===== src/rtl/mbx_pkg.sv =====
// Package: shared side encoding and mailbox address helpers.
// Assumes the two mailboxes are the two highest words of the address space.
package mbx_pkg;

    typedef enum logic {
        SIDE_LEFT  = 1'b0,
        SIDE_RIGHT = 1'b1
    } side_e;

    // Decoded effect of one side's access on the flag registers.
    typedef struct packed {
        logic set_peer;   // raise the opposite side's flag
        logic clr_own;    // drop this side's own flag
    } mbx_req_t;

    // Highest word: left posts here, right receives here.
    function automatic logic [31:0] mbx_top(input int unsigned aw);
        return (32'h1 << aw) - 32'h1;
    endfunction

    // Word below it: right posts here, left receives here.
    function automatic logic [31:0] mbx_next(input int unsigned aw);
        return (32'h1 << aw) - 32'h2;
    endfunction

endpackage


===== src/rtl/mbx_port_decode.sv =====
// Module: mbx_port_decode
// Decodes one side's control lines and address into a mailbox request.
// The side parameter chooses which of the two top words is outgoing.
// Assumes active-low strobes; a low busy input suppresses every request.
module mbx_port_decode
    import mbx_pkg::*;
#(
    parameter int unsigned ADDR_W = 13,
    parameter side_e       SIDE   = SIDE_LEFT
) (
    input  logic              cs_n,
    input  logic              we_n,
    input  logic              oe_n,
    input  logic              busy_n,
    input  logic [ADDR_W-1:0] addr,
    output mbx_req_t          req
);
    localparam logic [31:0] TOP_W  = mbx_top(ADDR_W);
    localparam logic [31:0] NEXT_W = mbx_next(ADDR_W);
    localparam logic [ADDR_W-1:0] TOP_A  = TOP_W[ADDR_W-1:0];
    localparam logic [ADDR_W-1:0] NEXT_A = NEXT_W[ADDR_W-1:0];

    logic [ADDR_W-1:0] out_addr;
    logic [ADDR_W-1:0] in_addr;

    // Pick outgoing and incoming mailbox words for this side.
    generate
        if (SIDE == SIDE_LEFT) begin : g_left
            assign out_addr = TOP_A;
            assign in_addr  = NEXT_A;
        end else begin : g_right
            assign out_addr = NEXT_A;
            assign in_addr  = TOP_A;
        end
    endgenerate

    logic wr_cyc;
    logic rd_cyc;

    // Qualify write and read cycles, gated by the arbiter's busy.
    always_comb begin
        wr_cyc = !cs_n && !we_n && busy_n;
        rd_cyc = !cs_n &&  we_n && !oe_n && busy_n;
        req.set_peer = wr_cyc && (addr == out_addr);
        req.clr_own  = rd_cyc && (addr == in_addr);
    end

endmodule


===== src/rtl/mbx_flag.sv =====
// Module: mbx_flag
// One interrupt flag register; a set beats a clear at the same edge.
// Assumes a synchronous active-low reset that leaves the flag clear.
module mbx_flag (
    input  logic clk,
    input  logic rst_n,
    input  logic set_i,
    input  logic clr_i,
    output logic irq_n
);
    logic flag_q;

    // Update the flag from set and clear, set taking priority.
    always_ff @(posedge clk) begin
        if (!rst_n)      flag_q <= 1'b0;
        else if (set_i)  flag_q <= 1'b1;
        else if (clr_i)  flag_q <= 1'b0;
    end

    assign irq_n = !flag_q;

    p_set_wins_r7: assert property (@(posedge clk) disable iff (!rst_n)
        set_i |=> !irq_n)
        else $error("set did not raise flag");

    p_clear_r3: assert property (@(posedge clk) disable iff (!rst_n)
        (clr_i && !set_i) |=> irq_n)
        else $error("clear did not drop flag");

    p_hold_r8: assert property (@(posedge clk) disable iff (!rst_n)
        (!set_i && !clr_i) |=> $stable(irq_n))
        else $error("flag moved without request");

endmodule


===== src/rtl/dpram_mailbox_irq.sv =====
// Module: dpram_mailbox_irq
// Mailbox interrupt logic for a two-port memory: a write to one side's
// outgoing top word flags the other side, whose read of it clears the flag.
// Assumes both sides are synchronous to clk; array and arbiter are external.
module dpram_mailbox_irq
    import mbx_pkg::*;
#(
    parameter int unsigned ADDR_W = 13
) (
    input  logic              clk,
    input  logic              rst_n,
    input  logic              l_cs_n,
    input  logic              l_we_n,
    input  logic              l_oe_n,
    input  logic [ADDR_W-1:0] l_addr,
    input  logic              l_busy_n,
    input  logic              r_cs_n,
    input  logic              r_we_n,
    input  logic              r_oe_n,
    input  logic [ADDR_W-1:0] r_addr,
    input  logic              r_busy_n,
    output logic              l_irq_n,
    output logic              r_irq_n
);
    localparam logic [31:0] TOP_W = mbx_top(ADDR_W);
    localparam logic [ADDR_W-1:0] TOP_A = TOP_W[ADDR_W-1:0];

    mbx_req_t l_req;
    mbx_req_t r_req;

    mbx_port_decode #(.ADDR_W(ADDR_W), .SIDE(SIDE_LEFT)) u_dec_l (
        .cs_n   (l_cs_n),
        .we_n   (l_we_n),
        .oe_n   (l_oe_n),
        .busy_n (l_busy_n),
        .addr   (l_addr),
        .req    (l_req)
    );

    mbx_port_decode #(.ADDR_W(ADDR_W), .SIDE(SIDE_RIGHT)) u_dec_r (
        .cs_n   (r_cs_n),
        .we_n   (r_we_n),
        .oe_n   (r_oe_n),
        .busy_n (r_busy_n),
        .addr   (r_addr),
        .req    (r_req)
    );

    // Flag seen by the left side: set by right, cleared by left.
    mbx_flag u_flag_l (
        .clk   (clk),
        .rst_n (rst_n),
        .set_i (r_req.set_peer),
        .clr_i (l_req.clr_own),
        .irq_n (l_irq_n)
    );

    // Flag seen by the right side: set by left, cleared by right.
    mbx_flag u_flag_r (
        .clk   (clk),
        .rst_n (rst_n),
        .set_i (l_req.set_peer),
        .clr_i (r_req.clr_own),
        .irq_n (r_irq_n)
    );

    p_reset_r1: assert property (@(posedge clk)
        !rst_n |=> (l_irq_n && r_irq_n))
        else $error("reset left an interrupt active");

    p_left_post_r2: assert property (@(posedge clk) disable iff (!rst_n)
        (!l_cs_n && !l_we_n && l_busy_n && l_addr == TOP_A) |=> !r_irq_n)
        else $error("left post did not flag right");

    p_busy_r6: assert property (@(posedge clk) disable iff (!rst_n)
        (!l_busy_n && !r_busy_n) |=> ($stable(l_irq_n) && $stable(r_irq_n)))
        else $error("flag moved while both sides busy");

endmodule


===== config.mk =====
export PLATFORM = sky130hd
export DESIGN_NAME = dpram_mailbox_irq
export DESIGN_NICKNAME = d
export VERILOG_FILES = /design/src/rtl/mbx_pkg.sv /design/src/rtl/mbx_port_decode.sv /design/src/rtl/mbx_flag.sv /design/src/rtl/dpram_mailbox_irq.sv
export SDC_FILE = /design/constraint.sdc
export NUM_CORES = 1
export LEC_CHECK = 0
export ABC_CLOCK_PERIOD_IN_PS = 2400
export CAP_MARGIN = 15
export CORE_AREA = 5 5 42 44
export DETAILED_ROUTE_END_ITERATION = 10
export DIE_AREA = 0 0 47 49
export GPL_ROUTABILITY_DRIVEN = 0
export GPL_TIMING_DRIVEN = 0
export SETUP_SLACK_MARGIN = 0.5
export SYNTH_ARGS = -nofsm -noshare
export SYNTH_HDL_FRONTEND = slang
export SYNTH_SLANG_ARGS = --single-unit

===== constraint.sdc =====
create_clock -name clk -period 2.4 [get_ports clk]
set_input_delay 0.36 -clock clk [delete_from_list [all_inputs] [get_ports clk]]
set_output_delay 0.36 -clock clk [all_outputs]
set_load 0.01 [all_outputs]

==> results of run 1 <==
## how the worst max path moves through the flow
| stage | from | end | slack [ns] | cells after the start |
|---|---|---|---|---|
| finish | l_addr[5] | u_flag_l.flag_q$_SDFFE_PN0P_ | 0.85 | 5 |
| global route | l_addr[7] | u_flag_l.flag_q$_SDFFE_PN0P_ | 0.73 | 5 |
| CTS | l_addr[5] | u_flag_l.flag_q$_SDFFE_PN0P_ | 0.81 | 5 |
| detailed placement | r_cs_n | u_flag_r.flag_q$_SDFFE_PN0P_ | 0.58 | 5 |
| global placement | l_addr[5] | u_flag_l.flag_q$_SDFFE_PN0P_ | 0.59 | 5 |
| floorplan | r_cs_n | u_flag_r.flag_q$_SDFFE_PN0P_ | 1.12 | 4 |
## power by group through the flow
| stage | clock network, mW | registers (mW) | logic (mW) |
|---|---|---|---|
| final | 0.0739 | 0.0335 | 0.0628 |
| after global placement | 0 | 0.0339 | 0.0629 |
| after detailed placement | 0 | 0.0339 | 0.0636 |
| after CTS | 0.0763 | 0.0335 | 0.0637 |
| after floorplan | 0 | 0.0339 | 0.00495 |
| after global routing | 0.0837 | 0.0334 | 0.0665 |
## layer usage
metal  GRT usage (%)  share of wire (%)
met1            6.75                 29
met2            12.0                 35
met3            5.54                 33
met4            5.53                3.2
met5               0                  0
## stage by stage
stage               hold slack, ns  utilization (%)
global route                 0.531             41.5
finish                       0.506             41.5
CTS                          0.518             41.5
detailed placement           0.515             39.9
global placement             0.499             39.9
floorplan                    0.469                -
## layout make-up
type / count / share of cell area (%)
Timing Repair Buffer: 37 / 63.7
Clock buffer: 3 / 3.87
Sequential cell: 2 / 6.88
Inverter: 2 / 1.29
Tap cell: 16 / 3.44
Multi-Input combinational cell: 19 / 20.9
## kinds of logic after synthesis
logic type | count (synthesis) | share of synthesized area [%]
AOI/OAI and AO/OA | 3 | 14.8
DFF | 2 | 23.7
and+or+nand+nor | 16 | 57.0
buffers and inverters | 2 | 4.45
## placed cells by master (no fill, tap or decap)
cell type and count:
inv_1 2, nor4_2 1, nand2_1 4, nand4_1 4
a31o_2 1, a32o_1 1, dfxtp_1 2, clkdlybuf4s50_1 37
nor4_1 1, clkbuf_4 3, a31oi_1 1, nand4b_1 3
nor2_1 3
## flip-flops by register name, summed over array words and instances, names as in the netlist
register and cells:
u_flag_l.flag_q 1, u_flag_r.flag_q 1
## worst max-delay path, cell delays in order
cell and delay, ns:
clkdlybuf4s50_1 0.47, nand4_1 0.08, nor4_1 0.39, a31oi_1 0.14, a31o_2 0.22
==> flow_summary_export.csv, run 1 <==
group,metric,value,unit
timing,timing.final.ws_setup,0.846,ns
yosys,async_flop_share,0,%
grt,antenna_found_initial,0,
setup_path,crit_type,"in -> reg",
timing,tns,0,ns
layout,nFillCells,167,
yosys,yosys_warnings,0,
grt,grt_max_degree,5,
yosys,ys_types,11,
clocking,cts_root_buffer,"clkbuf_4",
grt,grt_pass1_vias,373,
timing,tightest_slew,0.387,ns
layout,design_area,582,um2
die,ios,38,
setup_path,reg2regPathDepth,3,
clocking,cts.sinks,2,
worst_hold_path,holdPathStages,1,
die,start_util,12.1,%
setup_path,r2r-end,"u_flag_l.flag_q$_SDFFE_PN0P_",
yosys,syn_area_per_cell,7.34,um2
place,numPortBuffers,37,
clocking,clk_latency,0.22,ns
layout,drive_gt1_share,7.94,%
pwr,power,0.170,mW
worst_hold_path,hold_class,"reg -> reg",
worst_hold_path,hold_path_end,"u_flag_r.flag_q$_SDFFE_PN0P_",
layout,multiInputGateArea,121,um2
die,rows,14,
clocking,clock_path_buffers,2,
clocking,cts_resized,0,
timing,setup_violations,0,
grt,grt.overflow.total,0,
route,vias,364,
die,die_w,47,um
layout,seqCellArea,40.0,um2
timing,fmax,0.643,GHz
timing,slew_violations,0,
die,die_area,2300,um2
timing,period_share,64.8,%
setup_path,reg2reg_slack,1.68,ns
pwr,powerDensity,293,nW/um2
pwr,worst_ir_drop_vdd,0.127,mV
die,core_area,1400,um2
timing,skew,0,ns
pwr,internal_power,0.141,mW
yosys,synthesis.nets,59,
setup_path,critPathLaunchType,"input pin",
yosys,ys_seq_area_share,23.7,%
clocking,cts.clk_slew.worst_paths,0.03,ns
place,dp.cells,76,
route,drtAntennaViolNets,0,
grt,grt_pass1_wl,1290,um
yosys,synth_ff_type,"dfxtp_1",
pwr,power_frac_comb,36.9,%
worst_hold_path,worstHoldStart,"u_flag_r.flag_q$_SDFFE_PN0P_",
pwr,swShare,17.4,%
clocking,cts_buffers,3,
setup_path,cp_max_fo,2,
timing,rsz0062_at_grt,"false",
setup_path,crit_required,2.51,ns
grt,grt.total_usage,7.79,%
yosys,yosys_register_bits,2,
route,drtPass1Iterations,2,
route,wire_per_inst,11.2,um
pwr,p_clk_share,43.4,%
place,hpwl,825,um
route,via_per_inst,4.61,
setup_path,arrival,1.66,ns
pwr,cellLeakagePower,0.202,nW
route,drc,0,
yosys,synth.area.top_cells,"dfxtp_1 (24%), nand4b_1 (16%), nand4_1 (15%)",
job,maxCapViolations,0,
layout,diodes,0,
setup_path,critPathCaptureType,"register",
pwr,p_seq_share,19.7,%
route,drtIter0Drc,1,
clocking,postCtsSetupBuffers,0,
clocking,cts_tree,"yes",
layout,nets,101,
timing,max-slew-margin-rel,74.0,%
place,place_ws,0.577,ns
clocking,holdBufCountCts,0,
setup_path,rr_startpoint,"u_flag_l.flag_q$_SDFFE_PN0P_",
layout,area_growth,244,%
run_status,outcome,"completed",
timing,hold_violations,0,
yosys,synth_common_cells,"nand2_1 (4), nand4_1 (4), nand4b_1 (3), nor2_1 (3)",
layout,layout.cells.non_filler,79,
place,place_area,559,um2
yosys,synth_top_area_share,23.7,%
clocking,htreeDepth,1,
pwr,switching_power,0.0296,mW
yosys,synth_area,169,um2
yosys,synth_cells,23,
yosys,synth_edf_count,0,
timing,period_minus_slack,1.55,ns
yosys,netlist.top_cell.by_area,"dfxtp_1",
route,drt_wl_total,888,um
die,die_y,49,um
Power figures use the tool's default switching activity.
==> run 2, diff against run 1 <==
--- a/config.mk
+++ b/config.mk
@@ -5,7 +5,7 @@
 export SDC_FILE = /design/constraint.sdc
 export NUM_CORES = 1
 export LEC_CHECK = 0
-export ABC_CLOCK_PERIOD_IN_PS = 2400
+export ABC_CLOCK_PERIOD_IN_PS = 1400
 export CAP_MARGIN = 15
 export CORE_AREA = 5 5 42 44
 export DETAILED_ROUTE_END_ITERATION = 10
==> constraint.sdc (replaced) <==
create_clock -name clk -period 1.4 [get_ports clk]
set_input_delay 0.21 -clock clk [delete_from_list [all_inputs] [get_ports clk]]
set_output_delay 0.21 -clock clk [all_outputs]
set_load 0.01 [all_outputs]
==> run 2 against run 1 <==
Net effect: sequential power grew 71%; global-route usage shrank 0.56 points; via count shrank 5.5%; core utilization shrank 1.3 points; flip-flop and latch count is the same; largest cell class unchanged; highest routed layer is now met3.
==> flow_summary_export.csv, run 2 (synthesized netlist as in run 1, its figures left out) <==
group,metric,value,unit
pwr,switching_power,0.0556,mW
die,die_y,49,um
die,die_area,2300,um2
timing,slew_violations,0,
layout,diodes,0,
setup_path,cp_max_fo,2,
run_status,outcome,"completed",
pwr,worst_ir_drop_vdd,0.282,mV
timing,hold_violations,0,
timing,timing.final.ws_setup,0.365,ns
place,numPortBuffers,37,
route,drtPass1Iterations,3,
die,core_area,1400,um2
route,vias,344,
timing,max-slew-margin-rel,83.8,%
pwr,p_clk_share,46.8,%
grt,grt_pass1_wl,1200,um
setup_path,critical_path_buf_inv_count,1,
setup_path,path_cells,"buf_6, nand4b_1, nor4_4, nand4b_1, a32o_1",
layout,final_cell_mix,"dlygate4sd2_1 (12), buf_2 (9), clkdlybuf4s50_1 (7), buf_6 (5), nand4_1 (4)",
grt,grt_max_degree,5,
pwr,powerDensity,482,nW/um2
pwr,cellLeakagePower,0.262,nW
clocking,cts.sinks,2,
layout,area_growth,234,%
setup_path,arrival,1.15,ns
clocking,clock_path_buffers,2,
setup_path,crit_type,"in -> reg",
pwr,p_seq_share,21.1,%
die,ios,38,
layout,final_common_cell,"dlygate4sd2_1",
grt,grt.total_usage,7.24,%
setup_path,crit_required,1.51,ns
clocking,cts.clk_slew.worst_paths,0.03,ns
timing,setup_violations,0,
place,place_ws,-0.243,ns
route,drc,0,
grt,grt_pass1_vias,339,
pwr,swShare,20.5,%
layout,layout.cells.non_filler,81,
die,die_w,47,um
setup_path,critical-path-max-stage-delay,0.30,ns
setup_path,critPathCaptureType,"register",
route,drtIter0Drc,1,
setup_path,cpMaxStageDelayCell,"nor4_4",
route,met2_wirelength,453,um
setup_path,critPathLaunchType,"input pin",
route,wire_per_inst,11.0,um
layout,nets,103,
job,maxCapViolations,0,
clocking,cts_tree,"yes",
timing,tightest_slew,0.241,ns
route,drtAntennaViolNets,0,
layout,nFillCells,161,
route,via_per_inst,4.25,
grt,antenna_found_initial,0,
timing,skew,0,ns
layout,design_area,564,um2
die,start_util,12.1,%
clocking,cts_root_buffer,"clkbuf_4",
timing,tns,0,ns
die,rows,14,
route,route.met3.wl,152,um
clocking,cts_buffers,3,
worst_hold_path,hold_class,"in -> reg",
timing,period_minus_slack,1.03,ns
pwr,internal_power,0.216,mW
layout,drive_gt1_share,43.1,%
clocking,htreeDepth,1,
place,dp.cells,76,
layout,top_regs,"u_flag_l.flag_q: 1 flops, u_flag_r.flag_q: 1 flops",
timing,period_share,73.9,%
route,wirelength_met1,286,um
place,place_area,566,um2
route,drt_wl_total,891,um
layout,utilization,40.3,%
timing,rsz0062_at_grt,"true",
route,highest_layer,"met3",
grt,grt.overflow.total,0,
timing,fmax,0.967,GHz
clocking,clk_latency,0.22,ns
setup_path,critPathTopFamily,"simple AND/OR/NAND/NOR gates",
setup_path,cpMostUsedCell,"nand4b_1",
pwr,power_frac_comb,32.1,%
clocking,holdBufCountCts,0,
run 2: cell count changes in the layout (fill, tap and decap cells not counted), moves of 5 or more:
cell,delta
dlygate4sd2_1,+12
buf_2,+9
buf_6,+5
clkdlybuf4s50_1,-30
run 2: per-stage QoR:
stage / power, mW / hold WS, ns
final: 0.272 / 0.496
after global routing: 0.292 / 0.520
after CTS: 0.277 / 0.500
after detailed placement: 0.167 / 0.491
after global placement: 0.166 / 0.484
after floorplan: 0.0673 / 0.355
run 2: power groups by stage:
| stage | registers (mW) | clock network [mW] | logic (mW) |
|---|---|---|---|
| final | 0.0574 | 0.127 | 0.0871 |
| after global routing | 0.0573 | 0.141 | 0.0931 |
| after CTS | 0.0574 | 0.134 | 0.0859 |
| after detailed placement | 0.0582 | 0 | 0.109 |
| after global placement | 0.0582 | 0 | 0.108 |
| after floorplan | 0.0582 | 0 | 0.00914 |
run 2: path summary, 6_finish.rpt:
check                                    start                      endpoint  slack (ns)  cells after the start
setup / recovery                        r_cs_n  u_flag_r.flag_q$_SDFFE_PN0P_        0.37                      5
hold / removal                       l_addr[8]  u_flag_l.flag_q$_SDFFE_PN0P_        0.50                      5
setup reg to reg  u_flag_l.flag_q$_SDFFE_PN0P_  u_flag_l.flag_q$_SDFFE_PN0P_        0.68                      3
hold reg to reg   u_flag_r.flag_q$_SDFFE_PN0P_  u_flag_r.flag_q$_SDFFE_PN0P_        0.51                      1
run 2: repair_timing:
item,in CTS,in global routing
buffers inserted,2,0
resized for setup,71,5
setup endpoints to repair,4,4
pin swaps,13,5
run 2: routing by layer:
layer	vias up	global-route usage (%)
met3	0	2.95
met2	25	12.2
met5	-	0
met1	143	6.99
met4	0	4.15
li1	176	-
run 2: worst reg2reg max path, delay by kind of cell, from the launching register on:
family / cells / cell delay (ns)
AOI/OAI and AO/OA: 2 / 0.26
and+or+nand+nor: 1 / 0.05
DFF: 1 / 0.30
run 2: cell type report:
| type | instances | area (um2) | area share [%] |
|---|---|---|---|
| inverter | 2 | 7.51 | 1.33 |
| sequential | 2 | 41.3 | 7.32 |
| tap | 16 | 20.0 | 3.55 |
| clock buffer | 3 | 22.5 | 3.99 |
| multi-input combinational | 19 | 150 | 26.6 |
| timing repair buffer | 39 | 323 | 57.2 |
